$ cat src/rtl/dtmr_pkg.sv
package dtmr_pkg;

  // word indices (byte offset >> 2)
  localparam int unsigned CTRL_IDX    = 0;
  localparam int unsigned CH_BASE_IDX = 4;

  // per-channel control pair: en at bit 0, auto_rl at bit 1
  typedef struct packed {
    logic auto_rl;
    logic en;
  } chan_cfg_t;

endpackage

$ cat src/rtl/dtmr_rst_sync.sv
module dtmr_rst_sync (
  input  logic clk,
  input  logic rst_n,
  output logic rst_sync_n
);

  logic [1:0] sync_q;
  logic [1:0] sync_d;

  always_comb sync_d = {sync_q[0], 1'b1};

  always_ff @(posedge clk or negedge rst_n) begin
    if (!rst_n) sync_q <= '0;
    else        sync_q <= sync_d;
  end

  assign rst_sync_n = sync_q[1];

endmodule

$ cat src/rtl/dtmr_word.sv
module dtmr_word #(
  parameter int unsigned WORD_W = 32
) (
  input  logic              clk,
  input  logic              rst_n,
  input  logic              wr_en,
  input  logic [WORD_W-1:0] wdata,
  output logic [WORD_W-1:0] word_q
);

  logic [WORD_W-1:0] word_d;

  always_comb word_d = wdata;

  always_ff @(posedge clk or negedge rst_n) begin
    if (!rst_n)     word_q <= '0;
    else if (wr_en) word_q <= word_d;
  end

  a_r2_word_store: assert property (@(posedge clk) disable iff (!rst_n)
    wr_en |=> word_q == $past(wdata));

  a_r9_word_hold: assert property (@(posedge clk) disable iff (!rst_n)
    !wr_en |=> $stable(word_q));

endmodule

$ cat src/rtl/dtmr_ctrl.sv
module dtmr_ctrl #(
  parameter int unsigned NUM_CH = 2,
  parameter int unsigned CNT_W  = 32
) (
  input  logic                clk,
  input  logic                rst_n,
  input  logic                wr_en,
  input  logic [CNT_W-1:0]    wdata,
  output logic [2*NUM_CH-1:0] ctrl_q
);

  localparam int unsigned CFG_W = 2 * NUM_CH;

  logic [CFG_W-1:0] ctrl_d;

  always_comb ctrl_d = wdata[CFG_W-1:0];

  always_ff @(posedge clk or negedge rst_n) begin
    if (!rst_n)     ctrl_q <= '0;
    else if (wr_en) ctrl_q <= ctrl_d;
  end

  a_r3_ctrl_store: assert property (@(posedge clk) disable iff (!rst_n)
    wr_en |=> ctrl_q == $past(wdata[CFG_W-1:0]));

  a_r3_ctrl_hold: assert property (@(posedge clk) disable iff (!rst_n)
    !wr_en |=> $stable(ctrl_q));

endmodule

$ cat src/rtl/dtmr_channel.sv
module dtmr_channel
  import dtmr_pkg::*;
#(
  parameter int unsigned CNT_W = 32
) (
  input  logic             clk,
  input  logic             rst_n,
  input  chan_cfg_t        cfg,
  input  logic             rl_we,
  input  logic             val_we,
  input  logic [CNT_W-1:0] wdata,
  output logic [CNT_W-1:0] reload_q,
  output logic [CNT_W-1:0] value_q
);

  localparam logic [CNT_W-1:0] ONE = CNT_W'(1);

  logic             at_zero;
  logic             val_upd;
  logic [CNT_W-1:0] value_d;

  always_comb begin
    at_zero = (value_q == '0);
    val_upd = val_we | cfg.en;
    if (val_we)       value_d = wdata;
    else if (at_zero) value_d = cfg.auto_rl ? reload_q : '0;
    else              value_d = value_q - ONE;
  end

  always_ff @(posedge clk or negedge rst_n) begin
    if (!rst_n)     reload_q <= '0;
    else if (rl_we) reload_q <= wdata;
  end

  always_ff @(posedge clk or negedge rst_n) begin
    if (!rst_n)       value_q <= '0;
    else if (val_upd) value_q <= value_d;
  end

  a_r8_write_wins: assert property (@(posedge clk) disable iff (!rst_n)
    val_we |=> value_q == $past(wdata));

  a_r4_decrement: assert property (@(posedge clk) disable iff (!rst_n)
    (!val_we && cfg.en && value_q != '0) |=> value_q == $past(value_q) - ONE);

  a_r5_reload_at_zero: assert property (@(posedge clk) disable iff (!rst_n)
    (!val_we && cfg.en && cfg.auto_rl && value_q == '0) |=> value_q == $past(reload_q));

  a_r6_one_shot_parks: assert property (@(posedge clk) disable iff (!rst_n)
    (!val_we && cfg.en && !cfg.auto_rl && value_q == '0) |=> value_q == '0);

  a_r7_disabled_holds: assert property (@(posedge clk) disable iff (!rst_n)
    (!val_we && !cfg.en) |=> $stable(value_q));

  a_r11_reload_store: assert property (@(posedge clk) disable iff (!rst_n)
    rl_we |=> reload_q == $past(wdata));

endmodule

$ cat src/rtl/dual_down_timer.sv
module dual_down_timer
  import dtmr_pkg::*;
#(
  parameter int unsigned CNT_W  = 32,
  parameter int unsigned NUM_CH = 2,
  parameter int unsigned ADDR_W = 6
) (
  input  logic              clk,
  input  logic              rst_n,
  input  logic              bus_we,
  input  logic [ADDR_W-1:0] bus_addr,
  input  logic [CNT_W-1:0]  bus_wdata,
  output logic [CNT_W-1:0]  bus_rdata
);

  localparam int unsigned IDX_W     = ADDR_W - 2;
  localparam int unsigned CFG_W     = 2 * NUM_CH;
  localparam int unsigned WD_RL_IDX = CH_BASE_IDX + 2 * NUM_CH;
  localparam int unsigned WD_VL_IDX = WD_RL_IDX + 1;

  logic             rst_sync_n;
  logic [IDX_W-1:0] widx;
  logic [CFG_W-1:0] ctrl_q;
  logic [CNT_W-1:0] ch_rl  [NUM_CH];
  logic [CNT_W-1:0] ch_val [NUM_CH];
  logic [CNT_W-1:0] wd_rl_q;
  logic [CNT_W-1:0] wd_vl_q;
  logic             is_reserved;

  assign widx = bus_addr[ADDR_W-1:2];

  dtmr_rst_sync u_rst_sync (
    .clk        (clk),
    .rst_n      (rst_n),
    .rst_sync_n (rst_sync_n)
  );

  dtmr_ctrl #(.NUM_CH(NUM_CH), .CNT_W(CNT_W)) u_ctrl (
    .clk    (clk),
    .rst_n  (rst_sync_n),
    .wr_en  (bus_we && (widx == IDX_W'(CTRL_IDX))),
    .wdata  (bus_wdata),
    .ctrl_q (ctrl_q)
  );

  for (genvar i = 0; i < NUM_CH; i++) begin : g_ch
    dtmr_channel #(.CNT_W(CNT_W)) u_chan (
      .clk      (clk),
      .rst_n    (rst_sync_n),
      .cfg      (chan_cfg_t'(ctrl_q[2*i +: 2])),
      .rl_we    (bus_we && (widx == IDX_W'(CH_BASE_IDX + 2*i))),
      .val_we   (bus_we && (widx == IDX_W'(CH_BASE_IDX + 2*i + 1))),
      .wdata    (bus_wdata),
      .reload_q (ch_rl[i]),
      .value_q  (ch_val[i])
    );
  end

  dtmr_word #(.WORD_W(CNT_W)) u_wd_rl (
    .clk    (clk),
    .rst_n  (rst_sync_n),
    .wr_en  (bus_we && (widx == IDX_W'(WD_RL_IDX))),
    .wdata  (bus_wdata),
    .word_q (wd_rl_q)
  );

  dtmr_word #(.WORD_W(CNT_W)) u_wd_vl (
    .clk    (clk),
    .rst_n  (rst_sync_n),
    .wr_en  (bus_we && (widx == IDX_W'(WD_VL_IDX))),
    .wdata  (bus_wdata),
    .word_q (wd_vl_q)
  );

  always_comb begin
    bus_rdata = '0;
    if (widx == IDX_W'(CTRL_IDX))  bus_rdata = CNT_W'(ctrl_q);
    if (widx == IDX_W'(WD_RL_IDX)) bus_rdata = wd_rl_q;
    if (widx == IDX_W'(WD_VL_IDX)) bus_rdata = wd_vl_q;
    for (int k = 0; k < NUM_CH; k++) begin
      if (widx == IDX_W'(CH_BASE_IDX + 2*k))     bus_rdata = ch_rl[k];
      if (widx == IDX_W'(CH_BASE_IDX + 2*k + 1)) bus_rdata = ch_val[k];
    end
  end

  assign is_reserved = ((widx != IDX_W'(CTRL_IDX)) && (widx < IDX_W'(CH_BASE_IDX)))
                    || (widx > IDX_W'(WD_VL_IDX));

  a_r9_reserved_reads_zero: assert property (@(posedge clk) disable iff (!rst_sync_n)
    is_reserved |-> bus_rdata == '0);

  a_r3_upper_ctrl_zero: assert property (@(posedge clk) disable iff (!rst_sync_n)
    (widx == IDX_W'(CTRL_IDX)) |-> bus_rdata[CNT_W-1:CFG_W] == '0);

endmodule

$ cat config.mk
export PLATFORM = sky130hd
export DESIGN_NAME = dual_down_timer
export DESIGN_NICKNAME = d
export VERILOG_FILES = /design/src/rtl/dtmr_pkg.sv /design/src/rtl/dtmr_rst_sync.sv /design/src/rtl/dtmr_word.sv /design/src/rtl/dtmr_ctrl.sv /design/src/rtl/dtmr_channel.sv /design/src/rtl/dual_down_timer.sv
export SDC_FILE = /design/constraint.sdc
export NUM_CORES = 1
export LEC_CHECK = 0
export ABC_CLOCK_PERIOD_IN_PS = 8100
export BUFFER_PORTS_ARGS = -buffer_cell sky130_fd_sc_hd__buf_4
export CELL_PAD_IN_SITES_DETAIL_PLACEMENT = 0
export CELL_PAD_IN_SITES_GLOBAL_PLACEMENT = 1
export CORE_MARGIN = 2
export CORE_UTILIZATION = 49
export CTS_CLUSTER_DIAMETER = 100
export DETAILED_ROUTE_END_ITERATION = 6
export PLACE_DENSITY = 0.92
export SYNTH_ARGS = -nofsm -noshare
export SYNTH_HDL_FRONTEND = slang
export SYNTH_HIERARCHICAL = 1
export SYNTH_SLANG_ARGS = --single-unit
export TNS_END_PERCENT = 100
$ cat constraint.sdc
create_clock -name clk -period 8.1 [get_ports clk]
set_clock_uncertainty 0.05 [all_clocks]
set_input_delay 0.405 -clock clk [delete_from_list [all_inputs] [get_ports clk]]
set_output_delay 0.405 -clock clk [all_outputs]
set_load 0.05 [all_outputs]
# Word-level counts from Yosys, hierarchy flattened
# Cells that the tools add are included.
[op_classes]
add_sub_neg = 2
eq_ne = 6
n_mux = 13
n_bitwise = 2
reduce_logical = 10
[ops]
columns = ["cell", "count"]
rows = [
  ["32-bit two-way mux", 12],
  ["32-bit zero test", 2],
  ["32-bit by 1-bit subtractor with 32-bit output, second input constant", 2],
  ["4-bit by 3-bit equality test with 1-bit output, second input constant", 4],
  ["4-bit equality test, second input constant", 2],
  ["1-bit logical AND", 7],
  ["4-bit zero test", 1],
  ["4-bit two-way mux", 1],
  ["1-bit bitwise OR", 2],
]
[word_totals]
reg_bits = 198
inputBits = 41
output_inout_bits = 32
wordCells = 41

# Logic depth before layout (Yosys ltp)
[logic_depth]
depth_word = 8
depth_mapped = 12
depth_no_buf = 8

# Hierarchy
# Netlist, hierarchy kept.
[by_module_without_submodules]
columns = ["mod", "instances", "cells_per_inst", "area_per_inst_um2", "seq_area_each_um2"]
rows = [
  ["dtmr_channel (g_ch[1].u_chan)", 1, 404, 3676.0, 1601.5],
  ["dtmr_channel (g_ch[0].u_chan)", 1, 370, 3618.5, 1601.5],
  ["dtmr_word", 2, 68, 1345.0, 800.8],
  ["dual_down_timer", 1, 255, 1918.1, 0.0],
  ["dtmr_ctrl", 1, 8, 145.1, 100.1],
  ["dtmr_rst_sync", 1, 3, 53.8, 50.0],
]

# Worst setup path after synthesis
# OpenSTA, ideal clock, no wires.
[synth_path]
kind = "input to output"
start = "in bus_addr[2]"
end = "out bus_rdata[0]"
arrival_time_ps = 2358
required_ps = 7645
slack_ps = 5287
path_stages = 5
n_path_buf = 1
cell_sequence = "buf_4 > mux2_1 > a22oi_1 > or3_1 > a222oi_1"
[synth_between]
elab_chain_len = 8
elab_cells_between_ends = 14
classes_between = "eq/ne (6); mux (7); reduce/logical (1)"
[synth_lines]
columns = ["element", "line", "text"]
rows = [
  ["start: declaration", "dual_down_timer.sv:11", "input logic [ADDR_W-1:0] bus_addr,"],
  ["4-bit zero test", "dual_down_timer.sv:77", "if (widx == IDX_W'(CTRL_IDX)) bus_rdata = CNT_W'(ctrl_q);"],
  ["4-bit two-way mux", "dual_down_timer.sv:77", ""],
  ["32-bit two-way mux", "dual_down_timer.sv:78", "if (widx == IDX_W'(WD_RL_IDX)) bus_rdata = wd_rl_q;"],
  ["32-bit two-way mux", "dual_down_timer.sv:79", "if (widx == IDX_W'(WD_VL_IDX)) bus_rdata = wd_vl_q;"],
  ["32-bit two-way mux", "dual_down_timer.sv:81", "if (widx == IDX_W'(CH_BASE_IDX + 2*k)) bus_rdata = ch_rl[k];"],
  ["32-bit two-way mux", "dual_down_timer.sv:82", "if (widx == IDX_W'(CH_BASE_IDX + 2*k + 1)) bus_rdata = ch_val[k];"],
  ["32-bit two-way mux", "dual_down_timer.sv:81", ""],
  ["32-bit two-way mux (*)", "dual_down_timer.sv:82", ""],
  ["end: declaration", "dual_down_timer.sv:13", "output logic [CNT_W-1:0] bus_rdata"],
]
# Every way passes the cells marked *; elsewhere a longest branch is shown, timed or not.

# Worst setup path after layout
[layout_path]
start = "in bus_addr[2]"
end = "reg g_ch[0].u_chan.value_q[12]"
[layout_between]
elab_chain_len = 3
elab_cells_between_ends = 4
classes_between = "eq/ne (1); mux (1); bitwise (1); reduce/logical (1)"
[layout_lines]
columns = ["element", "line", "text"]
rows = [
  ["4-bit by 3-bit equality test with 1-bit output (*)", "dual_down_timer.sv:52", ".val_we (bus_we && (widx == IDX_W'(CH_BASE_IDX + 2*i + 1))),"],
  ["1-bit logical AND (*)", "dual_down_timer.sv:52", ""],
  ["32-bit two-way mux or 1-bit bitwise OR (tied branches)", "dtmr_channel.sv:25, dtmr_channel.sv:24", ""],
  ["end signal: assignment", "dtmr_channel.sv:37", "else if (val_upd) value_q <= value_d;"],
  ["end: declaration", "dtmr_channel.sv:13", "output logic [CNT_W-1:0] value_q"],
]
# Marks and branches as above.
# A chain may end at the register's enable or synchronous reset.

==> flow_metrics.tcl <==
set metrics [dict create \
    hold_path.startpoint "bus_wdata[26]" \
    post_syn_instances 1176 \
    required_ns 8.34 \
    route.detailed.vias_per_inst 6.462 \
    dr.pass1.iters 5 \
    worstSetupStartpoint "bus_addr[2]" \
    antenna_found_initial 0 \
    core.rowCount 57 \
    maximum_number_of_pins_on_one_net_before_global_route_repair 74 \
    globalRouteTotalUtil_pct 26.78 \
    wl_met2_um 16250 \
    cts_tree "built" \
    dieWidth_um 161.2 \
    cts_resized 0 \
    timing.critical_path.to_type "flop" \
    slew_violations 0 \
    route.final.wire_length_um 34550 \
    timing.max_slew.rel_slack_pct 23.03 \
    final.setup.worst_slack_ns 4.628 \
    seq_area_frac_synth_pct 40.94 \
    hold_class "primary input to flop" \
    synth_top_cell_by_area "sky130_fd_sc_hd__dfrtp_1" \
    max_buffers_root_to_sink 2 \
    htree_num_levels 4 \
    insertion_delay_ns 0.43 \
    drc 0 \
    tritoncts_num_sinks 198 \
    wire_length_of_the_first_global_routing_pass_um 54480 \
    avgRoutedWirePerCell_um 22.64 \
    average_instance_area_after_synthesis_um2 10.29 \
    holdPathStages 2 \
    clk_pin_slew_ns 0.06 \
    ys_top_cells_by_area "sky130_fd_sc_hd__dfrtp_1, sky130_fd_sc_hd__mux2_4, sky130_fd_sc_hd__mux2_2, sky130_fd_sc_hd__a21oi_1, sky130_fd_sc_hd__nor2_1" \
    wl_met1_um 14830 \
    syn_area_mm2 0.01210 \
    fp.dieH_um 161.2 \
    netlist.area_leader.share_pct 40.94 \
    regToRegStartpoint "g_ch[1].u_chan/value_q[12]" \
    reg_to_reg_setup_timing_slack_ns 4.94 \
    die_area_mm2 0.02597 \
    nNetsFinal 1235 \
    status "complete, no violations" \
    hold_slack_ns 0.2094 \
    number_of_nets_in_the_synthesized_netlist 1221 \
    fmax_ghz 0.2881 \
    peakVddDrop_mv 0.1560 \
    timing_hold_violations_final 0 \
    route.top_layer_used "met4" \
    port_buffers 70 \
    routed_length_on_met3_um 2803 \
    crit_type "primary input to flop" \
    vias_in_the_first_global_route 9525 \
    reg2reg_depth 7 \
    area_growth_pct 9.326 \
    clock_tree.root_cell "sky130_fd_sc_hd__clkbuf_16" \
    setup_viol 0 \
    dp_hpwl_um 22230 \
    post-route-min-period_ns 3.472 \
    ios 73 \
    core_area_mm2 0.02425 \
    synth.lib_cells_used.distinct 71 \
    finalWeightedCongestion 0.9246 \
    holdPathEnd "g_ch[0].u_chan/value_q[26]" \
    synth-seq-cells 198 \
    fin_tns_setup_ns 0 \
    synth.yosys.warnings 6 \
    postSynth.asyncResetShare_pct 100.0 \
    finalCritPeriodShare_pct 42.86 \
    cts-buffers-inserted 17 \
    route.antenna.remaining_nets 0 \
    initial_core_util_pct 49.91 \
    timing.critical_path.arrival_ns 3.71 \
    dp_worst_slack_ns 4.269 \
    worst_r2r_endpoint "g_ch[1].u_chan/value_q[9]" \
    unrepaired_setup_endpoints_after_global_routing "no" \
    drive_above_1_share_pct 25.04 \
    maxCapViolCount 0 \
    antenna_cells_inserted 0 \
    synth_edf_count 0 \
    n_fill_cell 2098 \
    power_density_mw_per_mm2 285.8 \
    drt-initial-drc-count 861 \
    synthFlopType "sky130_fd_sc_hd__dfrtp_1" \
    global_route.overflow_total 0 \
    cellLeakagePower_nw 5.504 \
    dr_total_vias 9861 \
    path_max_fanout 66 \
    setup.worst_path.start_class "primary input" \
    worstMarginPinSlew_ns 1.152 \
]
## logic make-up after synthesis
| group | share of synthesized area, % |
|---|---|
| compound gates | 17.54 |
| flops | 40.94 |
| simple gates | 15.05 |
| xor+xnor | 3.040 |
| mux | 17.72 |
| buf+inv | 5.263 |
| other cells | 0.03099 |
| fa+ha+maj | 0.4136 |
## power by group
part           internal, mW  leakage (nW)  switching (mW)
combinational         0.587          2.81           0.674
sequential             1.28          2.39           0.354
clock                 0.505         0.296           0.378
total                  2.38          5.50            1.41
## layout make-up
class                      instances  area [µm²]  share of cell area, %
multi-input combinational        877        6560                  49.58
sequential                       198        4959                  37.48
timing repair buffer              90       678.2                  5.126
clock buffer                      25       515.5                  3.896
tap                              324       405.4                  3.064
clock inverter                     6       90.09                 0.6809
inverter                           6       22.52                 0.1702
## cell usage in the layout, fill, tap and decap left out, types with 9 or more instances in the layout
master and instances:
sky130_fd_sc_hd__nand2b_1 9, sky130_fd_sc_hd__nand4_1 9, sky130_fd_sc_hd__or3_1 16, sky130_fd_sc_hd__mux2_4 60, sky130_fd_sc_hd__a21oi_1 129, sky130_fd_sc_hd__xor2_1 24, sky130_fd_sc_hd__clkbuf_16 17, sky130_fd_sc_hd__nor3_1 18
sky130_fd_sc_hd__nand3_1 20, sky130_fd_sc_hd__a221oi_2 18, sky130_fd_sc_hd__mux2i_1 41, sky130_fd_sc_hd__nor4_1 9, sky130_fd_sc_hd__dfrtp_1 197, sky130_fd_sc_hd__nand2_1 53, sky130_fd_sc_hd__buf_4 89, sky130_fd_sc_hd__a22o_1 29
sky130_fd_sc_hd__a221oi_1 20, sky130_fd_sc_hd__mux2_2 73, sky130_fd_sc_hd__nor2_1 124, sky130_fd_sc_hd__nor3b_1 29, sky130_fd_sc_hd__o21ai_0 38, sky130_fd_sc_hd__a31oi_1 48, sky130_fd_sc_hd__xnor2_1 18
## repair_timing
| item | 4_1_cts | 5_1_grt |
|---|---|---|
| endpoints found under the setup margin | 0 | 0 |
| hold buffers | 1 | 0 |
| hold endpoints to repair | 2 | 0 |
| buffers inserted | 0 | 0 |
## registers in the layout (all words and copies together), names as in the netlist
name / count
u_ctrl/ctrl_q: 4
u_wd_vl/word_q: 32
u_rst_sync/sync_q: 2
g_ch.u_chan/reload_q: 64
g_ch.u_chan/value_q: 64
u_wd_rl/word_q: 32
## layer usage
layer  vias up  global-route usage, %
li1       4392                      -
met1      4980                  37.30
met2       443                  42.16
met3        46                  4.648
met4         0                  9.821
met5         -                      0
## worst max path at each step
stage,endpoint
floorplan,g_ch[0].u_chan/reload_q[0]
global placement,g_ch[0].u_chan/value_q[12]
detailed placement,g_ch[0].u_chan/value_q[12]
CTS,g_ch[0].u_chan/value_q[12]
global route,g_ch[0].u_chan/value_q[12]
finish,g_ch[0].u_chan/value_q[12]
## cell usage after synthesis (6+ instances only)
cell type,number
sky130_fd_sc_hd__o21ai_0,38
sky130_fd_sc_hd__nand2_1,53
sky130_fd_sc_hd__nand2b_1,9
sky130_fd_sc_hd__mux2i_1,41
sky130_fd_sc_hd__xor2_1,24
sky130_fd_sc_hd__dfrtp_1,198
sky130_fd_sc_hd__mux2_2,73
sky130_fd_sc_hd__a221oi_2,18
sky130_fd_sc_hd__nor3b_1,29
sky130_fd_sc_hd__xnor2_1,18
sky130_fd_sc_hd__mux2_4,60
sky130_fd_sc_hd__a221oi_1,20
sky130_fd_sc_hd__a21oi_1,129
sky130_fd_sc_hd__nor2_1,129
sky130_fd_sc_hd__buf_1,11
sky130_fd_sc_hd__buf_4,7
sky130_fd_sc_hd__a31oi_1,48
sky130_fd_sc_hd__nor4_1,10
sky130_fd_sc_hd__or3_1,16
sky130_fd_sc_hd__buf_12,8
sky130_fd_sc_hd__buf_2,19
sky130_fd_sc_hd__inv_1,6
sky130_fd_sc_hd__buf_6,10
sky130_fd_sc_hd__clkbuf_1,38
sky130_fd_sc_hd__nor3_1,18
sky130_fd_sc_hd__nand3_1,20
sky130_fd_sc_hd__nand4_1,9
sky130_fd_sc_hd__a22o_1,29
## through the flow
step / power, mW / util, % / instance area (µm²) / instances
2_1_floorplan: 2.533 / - / 12100 / 1176
3_3_place_gp: 2.832 / 52.02 / 12610 / 1494
3_5_place_dp: 2.881 / 52.02 / 12610 / 1494
4_1_cts: 3.766 / 54.56 / 13230 / 1526
5_1_grt: 3.990 / 54.56 / 13230 / 1526
6_report: 3.781 / 54.56 / 13230 / 1526
## worst max-delay path: stages
cell and delay [ns]:
sky130_fd_sc_hd__buf_4 0.45, sky130_fd_sc_hd__buf_4 0.66, sky130_fd_sc_hd__nand3b_1 0.31, sky130_fd_sc_hd__nor2_4 0.13
sky130_fd_sc_hd__buf_4 0.55, sky130_fd_sc_hd__nor2_1 0.11, sky130_fd_sc_hd__buf_4 0.22, sky130_fd_sc_hd__nand3_1 0.09
sky130_fd_sc_hd__nor2_1 0.21, sky130_fd_sc_hd__a221oi_1 0.38, sky130_fd_sc_hd__o21ai_0 0.14
No activity file was read; power rests on OpenSTA's default activity.
